File: config.mk
export PLATFORM = sky130hd
export DESIGN_NAME = spi_clk_div
export DESIGN_NICKNAME = d
export VERILOG_FILES = /design/src/rtl/spi_clk_div_pkg.sv /design/src/rtl/spi_div_ctl.sv /design/src/rtl/spi_div_dp.sv /design/src/rtl/spi_clk_div.sv
export SDC_FILE = /design/constraint.sdc
export NUM_CORES = 1
export LEC_CHECK = 0
export BUFFER_PORTS_ARGS = -buffer_cell sky130_fd_sc_hd__buf_2
export CAP_MARGIN = 40
export CORE_AREA = 2 2 62 64
export DETAILED_ROUTE_END_ITERATION = 7
export DIE_AREA = 0 0 64 66
export MAX_ROUTING_LAYER = met4
export PLACE_DENSITY = 0.87
export SYNTH_ARGS = -nofsm -noshare
export SYNTH_HDL_FRONTEND = slang
export SYNTH_SLANG_ARGS = --single-unit
File: constraint.sdc
create_clock -name clk -period 2.25 [get_ports clk]
set_input_delay 0.45 -clock clk [delete_from_list [all_inputs] [get_ports clk]]
set_output_delay 0.45 -clock clk [all_outputs]
set_load 0.02 [all_outputs]
File: src/rtl/spi_clk_div_pkg.sv
package spi_clk_div_pkg;
  typedef struct packed {
    logic active;   // run is high
    logic tick;     // half period complete this cycle
    logic pol;      // polarity captured for the burst
    logic idleLvl;  // live idle level while not running
  } divCtl_t;
endpackage

File: src/rtl/spi_div_ctl.sv
module spi_div_ctl
  import spi_clk_div_pkg::*;
#(
  parameter int N_W = 8,
  parameter int M_W = 4
) (
  input  logic                 clk,
  input  logic                 rstN,
  input  logic                 run,
  input  logic                 cpol,
  input  logic [N_W+M_W:0]     divCfg,
  output divCtl_t              ctl
);
  localparam int HALF_W = 1 << M_W;
  localparam int SEL_B  = N_W + M_W;

  logic [HALF_W-1:0] termQ;
  logic [HALF_W-1:0] termNext;
  logic [HALF_W-1:0] cnt;
  logic              polQ;
  logic              atTerm;

  always_comb begin
    if (divCfg[SEL_B])
      termNext = HALF_W'(divCfg[N_W-1:0]);
    else
      termNext = (HALF_W'(1) << divCfg[SEL_B-1:N_W]) - HALF_W'(1);
  end

  // configuration tracks the inputs while idle and freezes during a burst
  always_ff @(posedge clk or negedge rstN) begin
    if (!rstN) begin
      termQ <= '0;
      polQ  <= 1'b0;
    end else if (!run) begin
      termQ <= termNext;
      polQ  <= cpol;
    end
  end

  assign atTerm = (cnt == termQ);

  always_ff @(posedge clk or negedge rstN) begin
    if (!rstN)            cnt <= '0;
    else if (!run)        cnt <= '0;
    else if (atTerm)      cnt <= '0;
    else                  cnt <= cnt + HALF_W'(1);
  end

  assign ctl.active  = run;
  assign ctl.tick    = run && atTerm;
  assign ctl.pol     = polQ;
  assign ctl.idleLvl = cpol;

  p_cnt_bound_r1: assert property (@(posedge clk) disable iff (!rstN)
    cnt <= termQ);

  p_tick_gap_r1: assert property (@(posedge clk) disable iff (!rstN)
    (ctl.tick && termQ != '0) |=> !ctl.tick);

  p_cfg_frozen_r7: assert property (@(posedge clk) disable iff (!rstN)
    (run && $past(run)) |-> ($stable(termQ) && $stable(polQ)));
endmodule

File: src/rtl/spi_div_dp.sv
module spi_div_dp
  import spi_clk_div_pkg::*;
(
  input  logic    clk,
  input  logic    rstN,
  input  divCtl_t ctl,
  output logic    sclk,
  output logic    leadStb,
  output logic    trailStb
);
  logic phase;  // 1 while sclk sits away from idle

  always_ff @(posedge clk or negedge rstN) begin
    if (!rstN) begin
      phase    <= 1'b0;
      sclk     <= 1'b0;
      leadStb  <= 1'b0;
      trailStb <= 1'b0;
    end else if (!ctl.active) begin
      phase    <= 1'b0;
      sclk     <= ctl.idleLvl;
      leadStb  <= 1'b0;
      trailStb <= 1'b0;
    end else if (ctl.tick) begin
      phase    <= ~phase;
      sclk     <= ctl.pol ^ ~phase;
      leadStb  <= ~phase;
      trailStb <= phase;
    end else begin
      leadStb  <= 1'b0;
      trailStb <= 1'b0;
    end
  end

  p_strobe_excl_r5: assert property (@(posedge clk) disable iff (!rstN)
    !(leadStb && trailStb));

  p_lead_moves_r5: assert property (@(posedge clk) disable iff (!rstN)
    (leadStb || trailStb) |-> (sclk != $past(sclk)));

  p_no_strobe_after_tick_r5: assert property (@(posedge clk) disable iff (!rstN)
    (leadStb && !ctl.tick) |=> !leadStb);
endmodule

File: src/rtl/spi_clk_div.sv
module spi_clk_div
  import spi_clk_div_pkg::*;
#(
  parameter int N_W = 8,
  parameter int M_W = 4
) (
  input  logic             clk,
  input  logic             rstN,
  input  logic             run,
  input  logic             cpol,
  input  logic [N_W+M_W:0] divCfg,
  output logic             sclk,
  output logic             leadStb,
  output logic             trailStb
);
  divCtl_t ctl;

  spi_div_ctl #(.N_W(N_W), .M_W(M_W)) i_ctl (
    .clk(clk), .rstN(rstN), .run(run), .cpol(cpol), .divCfg(divCfg), .ctl(ctl)
  );

  spi_div_dp i_dp (
    .clk(clk), .rstN(rstN), .ctl(ctl),
    .sclk(sclk), .leadStb(leadStb), .trailStb(trailStb)
  );

  p_idle_level_r4: assert property (@(posedge clk) disable iff (!rstN)
    !run |=> (sclk == $past(cpol)) && !leadStb && !trailStb);

  p_drop_wins_r8: assert property (@(posedge clk) disable iff (!rstN)
    ($past(run) && !run) |=> !trailStb);
endmodule

-- Yosys cells after proc, flatten, opt, wreduce, memory -nomap -nowiden
Index checks and enable logic that the tools add are counted.
- add/sub/neg operators: 2
- multipliers: 0
- div/mod/pow operators: 0
- magnitude comparators: 0
- eq/ne operators: 2
- shifts and indexed selects: 1
- mux-type cells: 11
- bitwise logic cells: 2
- reductions and logical operators: 1
- operator list (cell ; count):
    two-way mux 16 bit ; 3
    adder 16 x 1 -> 16 bit, second input constant ; 1
    equality test 16 bit ; 1
    left shift 1 x 4 -> 16 bit, first input constant ; 1
    subtractor 16 x 2 -> 16 bit, second input constant ; 1
    two-way mux 1 bit ; 8
    inequality test 2 x 1 -> 1 bit, second input constant ; 1
    logical AND 1 bit ; 1
    NOT 1 bit ; 1
    XOR 1 bit ; 1
- flip-flop bits (word level): 37
- bits in latches: 0
- memory bits (writable): 0
- ROM bits: 0
- input bits: 17
- logic and storage cells: 26
- memories: 0

-- Logic depth before layout (Yosys ltp)
Gate-level depths: netlist (run 1).
- depth in word-level cells: 4
- gate-level depth with buffers: 9
- mapped depth without buffers: 8

-- Modules after synthesis
A second synthesis (run 1) with hierarchy kept.
- cells, all modules: 216
- area total of the unflattened synthesis: 2030.7 sq um
- by module, submodules not included (module ; times used ; cells an instance ; area each (sq um)):
    spi_div_ctl ; 1 ; 203 ; 1871.8
    spi_div_dp ; 1 ; 13 ; 158.9

-- Worst setup path before layout (run 1)
No wires, ideal clock.
- path kind: input-to-reg
- start: input port divCfg[11]
- end: register i_ctl.termQ[10]
- setup time: 96 ps
- arrival time: 1978 ps
- required time: 2154 ps
- slack: 177 ps
- cell stages on the path: 9
- buffers on the path: 1
- path through: clkbuf_1 nor3_1 nand2b_1 ha_1 or2_2 o21ai_0 a22o_1 a21oi_1 o31ai_1
- longest elaborated chain between the ends: 3
- RTL lines (element ; line ; text):
    from (decl) ; spi_clk_div.sv:11 ; input logic [N_W+M_W:0] divCfg,
    left shift 1 x 4 -> 16 bit ; spi_div_ctl.sv:27 ; termNext = (HALF_W'(1) << divCfg[SEL_B-1:N_W]) - HALF_W'(1);
    subtractor 16 x 2 -> 16 bit ; spi_div_ctl.sv:27 ;
    two-way mux 16 bit ; spi_div_ctl.sv:24 ; if (divCfg[SEL_B])
    to (signal assigned) ; spi_div_ctl.sv:36 ; termQ <= termNext;
    to (decl) ; spi_div_ctl.sv:17 ; logic [HALF_W-1:0] termQ;
No other way between the ends.
A chain may end at the register's enable or synchronous reset.

-- Worst setup path after layout (run 1)
Ends and elaborated chain as after synthesis.

==> results.sh, run 1 <==
export IMPL_outcome="finished, final reports clean"
export IMPL_drv_cap=0
export IMPL_synth_ff_type="dfrtp_1"
export IMPL_gp_congestion=0.8123
export IMPL_syn_to_final_growth_pct=6.925
export IMPL_synth_top_cell_by_area="dfrtp_1"
export IMPL_cts_hold_buffers_added=0
export IMPL_ys_async_sr_fraction_pct=100.0
export IMPL_io_buffers=19
export IMPL_grt_overflow_total=0
export IMPL_routed_wl_mm=3.376
export IMPL_grt_max_degree=38
export IMPL_rr_worst_depth=6
export IMPL_cp_arrival_ns=2.11
export IMPL_layout_drive_gt1_share_pct=15.32
export IMPL_synth_area_um2=1969
export IMPL_antenna_cells=0
export IMPL_postCtsResizedCells=0
export IMPL_cp_start_kind="primary input"
export IMPL_ys_types=31
export IMPL_critPathMaxFanout=9
export IMPL_yosysWarnings=0
export IMPL_clk_pin_slew_ns=0.11
export IMPL_fin_crit_ns=1.856
export IMPL_timing_fmax_mhz=538.7
export IMPL_setup_tns_ns=0
export IMPL_antenna_found_initial=0
export IMPL_rsz0062_at_grt="no"
export IMPL_worstMarginPinSlew_ns=0.7926
export IMPL_power_density_nw_per_um2=573.7
export IMPL_io_pins=20
export IMPL_grt_pass1_vias=1275
export IMPL_viasPerCell=5.148
export IMPL_cp_required_ns=2.51
export IMPL_ys_top_cells_by_count="dfrtp_1 (37), nand2_1 (24), nor2_1 (24)"
export IMPL_postSynthCellCount=205
export IMPL_holdCritPathClass="primary input to asynchronous set/reset pin"
export IMPL_synth_edf_count=0
export IMPL_yosysMostFrequentCell="dfrtp_1"
export IMPL_reg2reg_from="i_ctl.cnt[2]$_DFF_PN0_"
export IMPL_track_usage_pct=18.45
export IMPL_vias=1390
export IMPL_yosysTopAreaCellShare_pct=47.01
export IMPL_wl_per_cell_um=12.50
export IMPL_period_share_pct=82.51
export IMPL_p_leak_nw=0.8984
export IMPL_fin_skew_ns=0.01574
export IMPL_nets=241
export IMPL_yosysSeqAreaShare_pct=47.01
export IMPL_grt_first_pass_wirelength_mm=5.713
export IMPL_cts_tree="done"
export IMPL_setup_viol=0
export IMPL_finalMaxSlewViolations=0
export IMPL_dpl_hpwl_mm=2.534
export IMPL_fp_dieW_um=64
export IMPL_htreeDepth=2
export IMPL_start_util_pct=55.46
export IMPL_core_area_um2=3551
export IMPL_whs_ns=0.1792
export IMPL_timing_final_hold_violations=0
export IMPL_relSlewSlack_pct=47.16
export IMPL_clock_sinks=37
export IMPL_ys_ff_latch=37
export IMPL_netlist_top_cells_area="dfrtp_1 (47%), xnor2_1 (10%), nand2_1 (4.6%)"
export IMPL_rr_endpoint="i_ctl.cnt[3]$_DFF_PN0_"
export IMPL_cp_end_kind="flip-flop"
export IMPL_clock_latency_ns=0.34
export IMPL_die_h_um=66
export IMPL_dr_pass1_iters=5
export IMPL_final_util_pct=59.30
export IMPL_cts_root_buf="clkbuf_4"
export IMPL_numCtsBuffers=5
export IMPL_ant_nets=0
export IMPL_dieArea_um2=4224
export IMPL_cts_path_max_buffers=2
export IMPL_crit_type="primary input to flip-flop"
export IMPL_vdd_ir_drop_worst_v=0.0003629
export IMPL_initialDrtViolationCount=28
export IMPL_syn_area_per_cell_um2=9.607
export IMPL_reg2reg_slack_ns=0.44
export IMPL_drc=0
export IMPL_postCtsSetupRepairBufs=0
export IMPL_syn_nets=224
export IMPL_fp_row_count=22
power breakdown:
part	total, W	internal, W	leakage [nW]	switching (W)
sequential	0.000723	0.000696	0.490	0.0000270
clock	0.000322	0.000119	0.0283	0.000203
combinational	0.000164	0.0000708	0.381	0.0000927
total	0.00121	0.000885	0.898	0.000323
how the worst max path moves through the flow:
stage | start | to
2_1_floorplan | divCfg[11] | i_ctl.termQ[10]$_DFFE_PN0N_
3_3_place_gp | divCfg[11] | i_ctl.termQ[10]$_DFFE_PN0N_
3_5_place_dp | divCfg[11] | i_ctl.termQ[10]$_DFFE_PN0N_
4_1_cts | divCfg[11] | i_ctl.termQ[10]$_DFFE_PN0N_
5_1_grt | divCfg[11] | i_ctl.termQ[10]$_DFFE_PN0N_
6_report | divCfg[11] | i_ctl.termQ[10]$_DFFE_PN0N_
flip-flops by register name, indices dropped and copies added, names as in the netlist:
signal,flops
i_ctl.cnt,16
i_ctl.termQ,16
i_ctl.polQ,1
i_dp.leadStb,1
i_dp.phase,1
i_dp.sclk,1
i_dp.trailStb,1
cells by family (layout without fill, tap and decap cells):
group,Yosys count,count (layout),share of synthesized area [%]
AOI/OAI and AO/OA,31,31,9.086
xor gates and xnor gates,33,33,15.06
adders and majority gates,2,2,1.270
buffers and inverters,16,33,5.210
DFF,37,37,47.01
muxes,5,5,2.605
and+or+nand+nor,81,81,19.76
through the flow:
step | setup WS [ns] | total power [W] | area [um2] | instances
final | 0.3935 | 0.001208 | 2106 | 270
after CTS | 0.4142 | 0.001221 | 2106 | 270
after global placement | 0.1435 | 0.0008958 | 2056 | 263
after floorplan | 0.1765 | 0.0008546 | 1969 | 205
after global routing | 0.2451 | 0.001275 | 2106 | 270
after detailed placement | 0.05478 | 0.0009014 | 2056 | 263
layout by cell type (no fill, tap or decap), types with 2 or more instances in the layout:
master / instances
a21oi_1: 10
and2_1: 2
and3_1: 3
buf_2: 19
buf_4: 2
clkbuf_4: 5
dfrtp_1: 37
ha_1: 2
inv_1: 5
mux2i_1: 4
nand2_1: 24
nand2b_1: 3
nand3_1: 8
nand4_1: 6
nor2_1: 24
nor2_2: 3
nor3_1: 4
o21ai_0: 12
o31ai_1: 7
xnor2_1: 23
xor2_1: 9
routing by layer:
| metal | GRT usage, % | vias to the layer above | share of wire, % |
|---|---|---|---|
| li1 | - | 717 | - |
| met2 | 29.04 | 25 | 46 |
| met4 | 6.522 | 0 | 1.4 |
| met5 | - | - | 0 |
| met1 | 22.92 | 644 | 49 |
| met3 | 5.281 | 4 | 3.6 |
area by class of cell:
cell class	count	area, um2
Multi-Input combinational cell	152	940.9
Tap cell	48	60.06
Sequential cell	37	925.9
Timing Repair Buffer	21	110.1
Clock inverter	1	8.758
Clock buffer	6	41.29
Fill cell	320	1445
Inverter	5	18.77
worst max-delay path, stage by stage:
cell	delay, ns
buf_2	0.15
nor3_1	0.26
nand2b_1	0.11
ha_1	0.26
or2_2	0.32
o21ai_0	0.17
a22o_1	0.15
a21oi_1	0.06
o31ai_1	0.18
Power figures use the tool's default switching activity.
==> run 2, diff against run 1 <==
CORE_AREA = 2 2 65 67   (was 2 2 62 64)
DIE_AREA = 0 0 67 69   (was 0 0 64 66)
PLACE_DENSITY = 0.84   (was 0.87)
clock period = 1.7 ns   (was 2.25 ns; I/O delays follow)
==> run 2 against run 1 <==
Against the previous run: die area is 9.4% higher; sequential power is 32% higher; flip-flop and latch count stayed put; clock power grew to 2.8 times the previous value; largest cell class unchanged; total power is 75% higher; critical path depth is 3 lower; sequential share of layout area is 5.2 points lower.
==> results.sh, run 2 (synthesis results as in run 1) <==
export IMPL_intPower_w=0.001622
export IMPL_rsz0062_at_grt="yes"
export IMPL_die_h_um=69
export IMPL_period_share_pct=98.69
export IMPL_clk_pin_slew_ns=0.07
export IMPL_routed_wl_mm=3.805
export IMPL_critPathCapture="i_dp.sclk$_DFFE_PN0P_"
export IMPL_cts_root_buf="clkbuf_8"
export IMPL_dpl_hpwl_mm=2.726
export IMPL_cp_required_ns=1.87
export IMPL_vdd_ir_drop_worst_v=0.0005554
export IMPL_crit_type="flip-flop to flip-flop"
export IMPL_drv_cap=0
export IMPL_clock_latency_ns=0.30
export IMPL_core_area_um2=3914
export IMPL_gp_congestion=0.8036
export IMPL_critPathMaxFanout=3
export IMPL_timing_final_hold_violations=0
export IMPL_initialDrtViolationCount=52
export IMPL_cts_path_max_buffers=2
export IMPL_clock_sinks=37
export IMPL_holdCritPathClass="primary input to asynchronous set/reset pin"
export IMPL_pre_cts_ws_ns=-0.08797
export IMPL_critPathLaunch="i_ctl.cnt[11]$_DFF_PN0_"
export IMPL_pwr_share_comb_pct=12.1
export IMPL_setup_viol=0
export IMPL_viasPerCell=5.154
export IMPL_finalMaxSlewViolations=0
export IMPL_cp_start_kind="flip-flop"
export IMPL_reg2reg_from="i_ctl.cnt[11]$_DFF_PN0_"
export IMPL_io_pins=20
export IMPL_outcome="finished, final reports clean"
export IMPL_place_inst=280
export IMPL_syn_to_final_growth_pct=21.66
export IMPL_final_cells=293
export IMPL_grt_first_pass_wirelength_mm=6.651
export IMPL_p_switching_w=0.0004893
export IMPL_fp_row_count=23
export IMPL_track_usage_pct=19.50
export IMPL_fin_crit_ns=1.678
export IMPL_rr_endpoint="i_dp.sclk$_DFFE_PN0P_"
export IMPL_layout_setup_ws_ns=0.02233
export IMPL_cts_hold_buffers_added=0
export IMPL_cp_arrival_ns=1.85
export IMPL_grt_max_degree=38
export IMPL_io_buffers=19
export IMPL_reg2reg_slack_ns=0.02
export IMPL_relSlewSlack_pct=67.49
export IMPL_vias=1510
export IMPL_largestRegisters="i_ctl.cnt (16), i_ctl.termQ (16)"
export IMPL_placed_cell_area_um2=2200
export IMPL_antenna_found_initial=0
export IMPL_grt_overflow_total=0
export IMPL_power_density_nw_per_um2=881.4
export IMPL_dieArea_um2=4623
export IMPL_fin_skew_ns=0.004935
export IMPL_p_sw_share_pct=23.17
export IMPL_drc=0
export IMPL_final_cell_mix="dfrtp_1 (35), nand2_1 (24), nor2_1 (24)"
export IMPL_fin_area_um2=2396
export IMPL_cp_end_kind="flip-flop"
export IMPL_timing_fmax_mhz=596.1
export IMPL_htreeDepth=2
export IMPL_worstMarginPinSlew_ns=0.4877
export IMPL_p_leak_nw=1.052
export IMPL_dr_pass1_iters=4
export IMPL_fp_dieW_um=67
export IMPL_pwr_share_clk_pct=42.6
export IMPL_layout_drive_gt1_share_pct=25.93
export IMPL_numCtsBuffers=5
export IMPL_wl_per_cell_um=12.99
export IMPL_antenna_cells=0
export IMPL_layout_commonest_cell="dfrtp_1"
export IMPL_p_seq_share_pct=45.3
export IMPL_rr_worst_depth=6
export IMPL_grt_pass1_vias=1485
export IMPL_start_util_pct=50.32
export IMPL_cts_tree="done"
export IMPL_ant_nets=0
export IMPL_nets=261
## run 2: cell type report
type | count | area, um2
repair buffers | 41 | 272.8
well taps | 50 | 62.56
clock buffers | 5 | 68.82
inverters | 5 | 18.77
flip-flops and latches | 37 | 928.4
fillers | 334 | 1518
multi-input cells | 152 | 979.7
clock inverters | 3 | 65.06
## run 2: repair_timing
action                                  in CTS  in global routing
hold endpoints to repair                     0                  0
resized for setup                            0                  5
setup buffers                                0                  5
endpoints found under the setup margin       0                 18
## run 2: worst max-delay path, stage by stage (launching register included)
cell and delay (ns):
dfrtp_1 0.43, xnor2_1 0.21, nand4_1 0.18, nor4_4 0.31, buf_4 0.17, mux2i_1 0.17, a21oi_1 0.08
## run 2: metal layers
metal / wire length [um] / up-vias / global-route usage [%]
li1: - / 754 / -
met1: 1748 / 720 / 25.05
met2: 1853 / 27 / 29.04
met3: 117 / 9 / 5.057
met4: 85 / 0 / 8.163
met5: 0 / - / -
## run 2: worst min-delay path by stage
stage                     startpoint                      end  slack, ns  depth (start not counted)
after global placement          rstN   i_dp.leadStb$_DFF_PN0_       0.41                          2
after global routing            rstN   i_dp.leadStb$_DFF_PN0_       0.11                          2
after floorplan                 rstN   i_ctl.cnt[0]$_DFF_PN0_       0.04                          0
after detailed placement        rstN  i_ctl.cnt[15]$_DFF_PN0_       0.41                          2
after CTS                       rstN   i_dp.phase$_DFFE_PN0P_       0.09                          2
final                           rstN   i_dp.leadStb$_DFF_PN0_       0.07                          2
## run 2: power groups by stage
stage	clock network, W	registers [W]	logic [W]
after CTS	0.000913	0.000956	0.000254
final	0.000900	0.000957	0.000255
after floorplan	0	0.000968	0.000170
after global placement	0	0.000970	0.000245
after global routing	0.000951	0.000962	0.000285
after detailed placement	0	0.000973	0.000252
## run 2: per-stage QoR
step	hold WS (ns)	setup TNS (ns)	power, W	utilization, %
after floorplan	0.04441	-0.01393	0.001138	-
after global placement	0.4082	-0.03525	0.001216	56.20
after detailed placement	0.4080	-0.1553	0.001225	56.20
after CTS	0.09354	0	0.002123	59.62
after global routing	0.1137	-1.107	0.002198	61.22
final	0.07480	0	0.002112	61.22
